[src/rtl/cst_pkg.sv]
package cst_pkg;
    localparam int HDR_BITS        = 256;
    localparam int HDR_SHIFT       = 5;
    localparam int LIST_ALIGN_BITS = 10;

    typedef enum logic [2:0] {
        ST_IDLE,
        ST_FETCH,
        ST_WAIT,
        ST_OFFER,
        ST_EXEC
    } seq_state_t;
endpackage

[src/rtl/cst_slot_pick.sv]
module cst_slot_pick #(
    parameter int NUM_SLOTS = 32,
    parameter int SLOT_W    = 5
) (
    input  logic [NUM_SLOTS-1:0] pending,
    output logic                 found,
    output logic [SLOT_W-1:0]    pick
);
    always_comb begin
        found = 1'b0;
        pick  = '0;
        for (int i = NUM_SLOTS - 1; i >= 0; i--) begin
            if (pending[i]) begin
                found = 1'b1;
                pick  = SLOT_W'(i);
            end
        end
    end
endmodule

[src/rtl/cst_hdr_decode.sv]
module cst_hdr_decode
    import cst_pkg::*;
(
    input  logic                clk,
    input  logic                rst_n,
    input  logic                load,
    input  logic [HDR_BITS-1:0] hdr,
    output logic [15:0]         prdtl,
    output logic [3:0]          pmp,
    output logic [4:0]          cfl,
    output logic [31:0]         prdbc,
    output logic [63:0]         ctba
);
    localparam int KEEP_DW = 4;

    logic [31:0] dw_q [KEEP_DW];

    for (genvar k = 0; k < KEEP_DW; k++) begin : g_dw
        always_ff @(posedge clk) begin
            if (!rst_n)    dw_q[k] <= '0;
            else if (load) dw_q[k] <= hdr[32*k +: 32];
        end
    end

    assign cfl   = dw_q[0][4:0];
    assign pmp   = dw_q[0][15:12];
    assign prdtl = dw_q[0][31:16];
    assign prdbc = dw_q[1];
    assign ctba  = {dw_q[3], dw_q[2]};
endmodule

[src/rtl/cst_seq.sv]
module cst_seq
    import cst_pkg::*;
#(
    parameter int SLOT_W = 5
) (
    input  logic              clk,
    input  logic              rst_n,
    input  logic              start_q,
    input  logic              have_work,
    input  logic [SLOT_W-1:0] pick,
    input  logic              rd_req_ready,
    input  logic              rd_rsp_valid,
    input  logic              cmd_ready,
    input  logic              exec_done,
    input  logic              exec_fatal,
    output logic              rd_req_valid,
    output logic              hdr_load,
    output logic              cmd_valid,
    output logic [SLOT_W-1:0] cur_slot,
    output logic              retire,
    output logic              fatal_hit,
    output logic              busy,
    output logic              busy_next
);
    seq_state_t state_q, state_n;

    always_ff @(posedge clk) begin
        if (!rst_n) state_q <= ST_IDLE;
        else        state_q <= state_n;
    end

    always_ff @(posedge clk) begin
        if (!rst_n)                                         cur_slot <= '0;
        else if (state_q == ST_IDLE && start_q && have_work) cur_slot <= pick;
    end

    always_comb begin
        state_n = state_q;
        unique case (state_q)
            ST_IDLE:  if (start_q && have_work)     state_n = ST_FETCH;
            ST_FETCH: if (rd_req_ready)             state_n = ST_WAIT;
            ST_WAIT:  if (rd_rsp_valid)             state_n = ST_OFFER;
            ST_OFFER: if (cmd_ready)                state_n = ST_EXEC;
            ST_EXEC:  if (exec_done || exec_fatal)  state_n = ST_IDLE;
            default:                                state_n = ST_IDLE;
        endcase
    end

    always_comb begin
        rd_req_valid = (state_q == ST_FETCH);
        hdr_load     = (state_q == ST_WAIT) && rd_rsp_valid;
        cmd_valid    = (state_q == ST_OFFER);
        retire       = (state_q == ST_EXEC) && (exec_done || exec_fatal);
        fatal_hit    = (state_q == ST_EXEC) && exec_fatal;
        busy         = (state_q != ST_IDLE);
        busy_next    = (state_n != ST_IDLE);
    end
endmodule

[src/rtl/cmd_slot_tracker.sv]
module cmd_slot_tracker
    import cst_pkg::*;
#(
    parameter int NUM_SLOTS = 32,
    parameter int ADDR_W    = 64,
    parameter int SLOT_W    = (NUM_SLOTS > 1) ? $clog2(NUM_SLOTS) : 1
) (
    input  logic                 clk,
    input  logic                 rst_n,
    input  logic                 sw_issue_we,
    input  logic [NUM_SLOTS-1:0] sw_issue_wdata,
    input  logic                 sw_start_we,
    input  logic                 sw_start_wdata,
    input  logic [ADDR_W-1:0]    list_base,
    output logic [NUM_SLOTS-1:0] issue_map,
    output logic                 port_start,
    output logic                 running,
    output logic [4:0]           slot_cap,
    output logic                 rd_req_valid,
    input  logic                 rd_req_ready,
    output logic [ADDR_W-1:0]    rd_req_addr,
    input  logic                 rd_rsp_valid,
    input  logic [HDR_BITS-1:0]  rd_rsp_data,
    output logic                 cmd_valid,
    input  logic                 cmd_ready,
    output logic [SLOT_W-1:0]    cmd_slot,
    output logic [15:0]          cmd_prdtl,
    output logic [3:0]           cmd_pmp,
    output logic [4:0]           cmd_cfl,
    output logic [31:0]          cmd_prdbc,
    output logic [63:0]          cmd_ctba,
    input  logic                 exec_done,
    input  logic                 exec_fatal
);
    logic [NUM_SLOTS-1:0] issue_q, issue_n;
    logic                 start_q, start_n;
    logic                 have_work, hdr_load, retire, fatal_hit, busy, busy_next;
    logic [SLOT_W-1:0]    pick, cur_slot;
    logic [ADDR_W-1:0]    base_al;

    cst_slot_pick #(.NUM_SLOTS(NUM_SLOTS), .SLOT_W(SLOT_W)) u_pick (
        .pending (issue_q),
        .found   (have_work),
        .pick    (pick)
    );

    cst_seq #(.SLOT_W(SLOT_W)) u_seq (
        .clk          (clk),
        .rst_n        (rst_n),
        .start_q      (start_q),
        .have_work    (have_work),
        .pick         (pick),
        .rd_req_ready (rd_req_ready),
        .rd_rsp_valid (rd_rsp_valid),
        .cmd_ready    (cmd_ready),
        .exec_done    (exec_done),
        .exec_fatal   (exec_fatal),
        .rd_req_valid (rd_req_valid),
        .hdr_load     (hdr_load),
        .cmd_valid    (cmd_valid),
        .cur_slot     (cur_slot),
        .retire       (retire),
        .fatal_hit    (fatal_hit),
        .busy         (busy),
        .busy_next    (busy_next)
    );

    cst_hdr_decode u_dec (
        .clk   (clk),
        .rst_n (rst_n),
        .load  (hdr_load),
        .hdr   (rd_rsp_data),
        .prdtl (cmd_prdtl),
        .pmp   (cmd_pmp),
        .cfl   (cmd_cfl),
        .prdbc (cmd_prdbc),
        .ctba  (cmd_ctba)
    );

    always_comb begin
        start_n = start_q;
        if (sw_start_we) start_n = sw_start_wdata;
        if (fatal_hit)   start_n = 1'b0;

        issue_n = issue_q | (sw_issue_we ? sw_issue_wdata : '0);
        if (retire) issue_n = issue_n & ~(NUM_SLOTS'(1) << cur_slot);
        if (!start_n && !busy_next) issue_n = '0;
    end

    always_ff @(posedge clk) begin
        if (!rst_n) begin
            issue_q <= '0;
            start_q <= 1'b0;
        end else begin
            issue_q <= issue_n;
            start_q <= start_n;
        end
    end

    assign base_al     = {list_base[ADDR_W-1:LIST_ALIGN_BITS], {LIST_ALIGN_BITS{1'b0}}};
    assign rd_req_addr = base_al + (ADDR_W'(cur_slot) << HDR_SHIFT);
    assign cmd_slot    = cur_slot;
    assign issue_map   = issue_q;
    assign port_start  = start_q;
    assign running     = start_q | busy;
    assign slot_cap    = 5'(NUM_SLOTS - 1);
endmodule

[config.mk]
export PLATFORM = sky130hd
export DESIGN_NAME = cmd_slot_tracker
export DESIGN_NICKNAME = d
export VERILOG_FILES = /design/src/rtl/cst_pkg.sv /design/src/rtl/cst_slot_pick.sv /design/src/rtl/cst_hdr_decode.sv /design/src/rtl/cst_seq.sv /design/src/rtl/cmd_slot_tracker.sv
export SDC_FILE = /design/constraint.sdc
export NUM_CORES = 1
export LEC_CHECK = 0
export ABC_CLOCK_PERIOD_IN_PS = 4000
export BUFFER_PORTS_ARGS = -buffer_cell sky130_fd_sc_hd__buf_2
export CORE_AREA = 2 2 233 235
export CTS_CLUSTER_SIZE = 10
export DETAILED_ROUTE_END_ITERATION = 16
export DIE_AREA = 0 0 235 237
export PLACE_DENSITY = 0.37
export SETUP_SLACK_MARGIN = 0.1
export SYNTH_ARGS = -nofsm -noshare
export SYNTH_HDL_FRONTEND = slang
export SYNTH_HIERARCHICAL = 1
export SYNTH_SLANG_ARGS = --single-unit
[constraint.sdc]
create_clock -name clk -period 4 [get_ports clk]
set_input_delay 0.4 -clock clk [delete_from_list [all_inputs] [get_ports clk]]
set_output_delay 0.4 -clock clk [all_outputs]
set_load 0.05 [all_outputs]
# Word level (Yosys, flattened, before mapping)
# Memories as Yosys holds them, arrays and structs flattened.
# Cells that the tools add are included.
[word_totals]
ff_bits = 41
mem_bits_rw = 128
input_bits = 362
output_inout_bits = 231
elab_cells = 116
mem_count = 1
[op_classes]
n_addsub = 1
eq_ne = 4
n_shift = 1
muxes = 82
bitwise = 9
n_reduce_logical = 14
[memory_table]
columns = ["memory", "depth", "word_bits", "rd", "rd_clocked_by_memory_dff", "write_ports", "line", "source"]
rows = [
  ["u_dec.dw_q", 4, 32, 4, 0, 4, "cst_hdr_decode.sv:16", "logic [31:0] dw_q [KEEP_DW];"],
]
[ops]
columns = ["op", "count"]
rows = [
  ["$mux 32", 6],
  ["$mux 5", 32],
  ["$add 64x10->64", 1],
  ["$mux 1", 38],
  ["$and 32x32->32", 1],
  ["$not 32->32", 1],
  ["$or 32x32->32", 1],
  ["$shl 1x5->32 const A", 1],
  ["$mux 3", 5],
  ["$pmux 3 s5", 1],
  ["$logic_and 1x1->1", 7],
  ["$eq 3x2->1 const B", 2],
  ["$reduce_bool 3->1", 2],
  ["$or 1x1->1", 5],
  ["$eq 3x1->1 const B", 1],
  ["$eq 3x3->1 const B", 1],
  ["$logic_not 3->1", 1],
  ["$logic_not 1->1", 2],
  ["$reduce_or 2->1", 1],
  ["$logic_or 1x1->1", 1],
  ["$not 1->1", 1],
]

# Longest topological paths before layout
[depth]
word_depth = 39
mapped_depth = 10
ltp_nobuf = 9

# Modules after synthesis
# The synthesis kept the hierarchy.
[modules_own_cells]
columns = ["mod", "n_inst", "cells_each", "area_per_inst_um2", "seq_area_each_um2"]
rows = [
  ["cst_hdr_decode", 1, 269, 4541.9, 3633.5],
  ["cmd_slot_tracker", 1, 228, 1841.8, 660.6],
  ["cst_seq", 1, 49, 430.4, 160.2],
  ["cst_slot_pick", 1, 65, 370.4, 0.0],
]

# Worst setup path after synthesis
# OpenSTA, ideal clock, no wires.
[synth_timing]
path_type = "register -> register"
start = "reg u_seq.state_q[1]"
end = "mem u_dec.dw_q[0][0], enable pin"
setup_ps = 501
arrival_ps = 3934
t_required_ps = 3499
slack_ps = -434
stages_incl_launch_ff = 5
n_path_buf = 1
period_less_slack_ps = 4434
cell_sequence = "dfxtp_1 nor2b_1 and2_1 buf_4 nand2b_1"
[synth_lines]
columns = ["element", "line", "source"]
rows = [
  ["from (decl)", "cst_seq.sv:25", "seq_state_t state_q, state_n;"],
  ["from (signal assigned)", "cst_seq.sv:29", "else state_q <= state_n;"],
  ["to (decl)", "cst_hdr_decode.sv:16", ""],
]

# Worst setup path after layout
[layout_timing]
start = "reg issue_q[24] (netlist: issue_map[24])"
end = "reg issue_q[13] (netlist: issue_map[13])"
[layout_between]
elab_chain_cells = 32
[layout_rtl]
columns = ["element", "line", "source"]
rows = [
  ["from (decl)", "cmd_slot_tracker.sv:35", "logic [NUM_SLOTS-1:0] issue_q, issue_n;"],
  ["from (signal assigned)", "cmd_slot_tracker.sv:95", "issue_q <= issue_n;"],
  ["$mux 1 (25 in a row)", "cst_slot_pick.sv:13", "if (pending[i]) begin"],
  ["net have_work", "cmd_slot_tracker.sv:37", "logic have_work, hdr_load, retire, fatal_hit, busy, busy_next;"],
  ["$logic_and 1x1->1", "cst_seq.sv:40", "ST_IDLE: if (start_q && have_work) state_n = ST_FETCH;"],
  ["$mux 3", "cst_seq.sv:40", ""],
  ["$pmux 3 s5", "cst_seq.sv:39", "unique case (state_q)"],
  ["$reduce_bool 3->1", "cst_seq.sv:56", "busy_next = (state_n != ST_IDLE);"],
  ["net busy_next", "cmd_slot_tracker.sv:37", ""],
  ["$logic_not 1->1", "cmd_slot_tracker.sv:87", "if (!start_n && !busy_next) issue_n = '0;"],
  ["$logic_and 1x1->1", "cmd_slot_tracker.sv:87", ""],
  ["$reduce_or 2->1 (no source line)", "--", ""],
]
# The timed path passes the listed nets, and every way through them passes these cells.
# A chain may end at the register's enable or synchronous reset.

==> impl_results.md <==
- Vias in the first global route: 5880
- Cts repair resizes: 0
- Post-layout utilization of the core: around 18%
- CP bufs+invs: 1
- GR met1 Demand/Resource: 11.19%
- Total wire length: 27490 µm
- Distinct cells, synth: 49
- TritonCTS Sinks: 162
- Fin. Hold Viols: 0
- Clock root buffer: clkbuf_16
- Vias per cell: 3.704
- Post-Syn Instances: 611
- First-pass GRT wire length: 39770 µm
- Iteration-0 DRC Markers: 327
- Max-cap check violation count: 0
- VDD IR max: 0.3200 mV
- Gpl congestion: 0.7523
- Number of CTS-inserted buffers: 17
- Io pins: 593
- 1st-pass router iterations: 5
- Minimum clock period: 2988 ps
- Max Clk Rate: 0.3346 GHz
- Dpl cells: 1545
- Post-synth EDFFs: 121
- Pwr/cell area: 473.4 mW/mm²
- Slew Limit Fails: 0
- DIE HEIGHT: 237 µm
- Dpl cell area: between 0.009 and 0.01 mm²
- Wire per inst: between 15 and 20 µm
- Area delta synth->final: 35.13%
- Crit end category: flip-flop
- Via count: a little under 6000
- Synth Cell Area: 0.007184 mm²
- Busiest grt layer: met2
- Clock slew at reported path FFs: 70 ps
- Initial Util: 13.48%
- CTS tree: yes
- CP most frequent cell: nor3_1
- Worst path arrival time: 3330 ps
- Overall Global Routing Usage: around a tenth
- Global routing usage on met3: between 3 and 4%
- Nets@finish: 1230
- H-Tree Depth: 4
- M2 GR Usage: 15.84%
- Largest net degree at the start of global routing: 109
- Static leakage: around 4.5 nW
- Antenna Diode Count: 0
- Clk buf depth: 2
- Clk_lat worst skew: 490 ps
- Ys flop type: edfxtp_1
- CORE AREA: 0.05328 mm²
- Hold crit path type: input port to flip-flop
- Yosys warnings: 6
- Final Cell Area: slightly below 0.01 mm²
- Worst setup path class: flip-flop to flip-flop
- Worst slew margin: approximately two fifths
- Seq/Total Area, Yosys: 62.00%
- Worst path cell trace: nor4_1 -> nand3_1 -> nor3_1 -> nand3b_1 -> nand3b_4 -> a211o_1 -> nand4_1 -> a2bb2oi_2 -> buf_4 -> nor3_1
- Final cycle utilization of the critical path: 74.71%
- Number of fill cells in the layout: 5978
- Critical-path top delay cell: nor4_1
- Slew @ Worst Pin: ~900 ps
- DR DRC count: 0
- Hold Buf Count CTS: 0
- CP Launch Type: flip-flop
- Worst Skew: 14.54 ps
- Layout cells sized above 1: 43.02%
- Final setup fails: 0
- Initial antenna violation count: 0
- Die Area: 0.05570 mm²
- Slowest stage delay, CP: 500 ps
- Antenna-violating nets left: 0
- Setup TNS: 0 ps
- Finished Layout Cells: between 1500 and 2000
- Postcts setup bufs: 0
- Required time worst endpoint: around 4300 ps
- GRT overflow: 0
- Async S/R FF share, synth: 0%
- Pwr Total: 4.596 mW
- Dpl hpwl: 20540 µm
- PortBufs: ~330
- Status: complete, no violations
- RSZ-0062 raised after global routing: no
- Site row count: 85
- Post-synthesis average cell area: roughly 12 µm²
- Die width: ~240 µm
- Seq cells post-synth: 162
- Family with the most delay on the worst path: simple AND/OR/NAND/NOR gates
- CP Max Fanout: 32
==> metrics by stage <==
stage / setup slack (ps) / hold WS (ps)
floorplan: 981.0 / 567.8
global placement: 996.9 / 564.0
detailed placement: 1011 / 562.7
CTS: 978.5 / 151.0
global route: 658.1 / 187.8
finish: 1012 / 191.7
==> sequential cells by signal, summed over array words and instances (netlist names) <==
name            flops
u_seq/state_q       3
u_seq/cur_slot      5
issue_map          32
u_dec/dw_q        121
port_start          1
==> cell type report <==
cell class                      instances  area, µm²  share of cell area (%)
Clock buffer                           17      425.4                   4.382
Clock inverter                         15      201.4                   2.075
Inverter                                8      30.03                  0.3093
Multi-Input combinational cell        344       2019                   20.80
Sequential cell                       162       4454                   45.88
Tap cell                              696      870.8                   8.970
Timing Repair Buffer                  335       1707                   17.58
==> power breakdown <==
group          total [mW]  internal (mW)  switching, mW  leakage, nW
clock                1.80           1.05          0.757        0.299
sequential           1.98           1.89         0.0843         1.59
combinational       0.815          0.215          0.600         2.58
==> synth_stat cells (5+ instances only) <==
library cell | n | share of area (%)
nor4_1 | 5 | 0.44
buf_2 | 12 | 0.84
nand2b_1 | 7 | 0.61
nand4_1 | 7 | 0.61
clkbuf_1 | 11 | 0.57
edfxtp_1 | 121 | 51
a21oi_1 | 45 | 3.1
buf_4 | 81 | 8.5
nor2_1 | 41 | 2.1
dfxtp_1 | 41 | 11
and3_1 | 121 | 11
inv_1 | 8 | 0.42
nand2_1 | 6 | 0.31
o21ai_0 | 8 | 0.56
nor3_1 | 45 | 3.1
==> metal layers <==
metal / routed length (µm) / vias up
met2: 12940 / 316
met4: 952 / 0
met3: 2341 / 77
li1: - / 2690
met1: 11260 / 2758
met5: 0 / -
==> cells by family after synthesis <==
| family | Yosys count | synth area share [%] |
|---|---|---|
| compound gates | 71 | 5.800 |
| buf+inv | 113 | 10.45 |
| flops | 162 | 62.00 |
| mux | 1 | 0.1393 |
| other cells | 2 | 0.1045 |
| simple gates | 262 | 21.51 |
==> worst min-delay path, delay by kind of cell <==
kind                   cells  cell delay (ps)
AND/OR/NAND/NOR            1              110
buffers and inverters      1               80
AO/OA/AOI/OAI              1               50
==> path summary, 6_finish.rpt <==
| check | from | endpoint | slack, ps | cells after the start |
|---|---|---|---|---|
| worst max-delay path | issue_map[24] | issue_map[13] | 1010 | 10 |
| worst min register to register | issue_map[30] | issue_map[30] | 570 | 2 |
| worst max register to register | issue_map[24] | issue_map[13] | 1010 | 10 |
| worst min-delay path | sw_issue_wdata[6] | issue_map[6] | 190 | 3 |
==> placed cells by master (no fill, tap or decap), types with 8 or more instances in the layout <==
cell type | synthesis | layout
inv_1 | 8 | 8
conb_1 | 2 | 10
edfxtp_1 | 121 | 121
and3_1 | 121 | 121
buf_2 | 12 | 328
a21oi_1 | 45 | 45
nor3_1 | 45 | 45
o21ai_0 | 8 | 8
clkbuf_16 | 0 | 17
dfxtp_1 | 41 | 41
nor2_1 | 41 | 41
(Power assumes the default switching activity.)
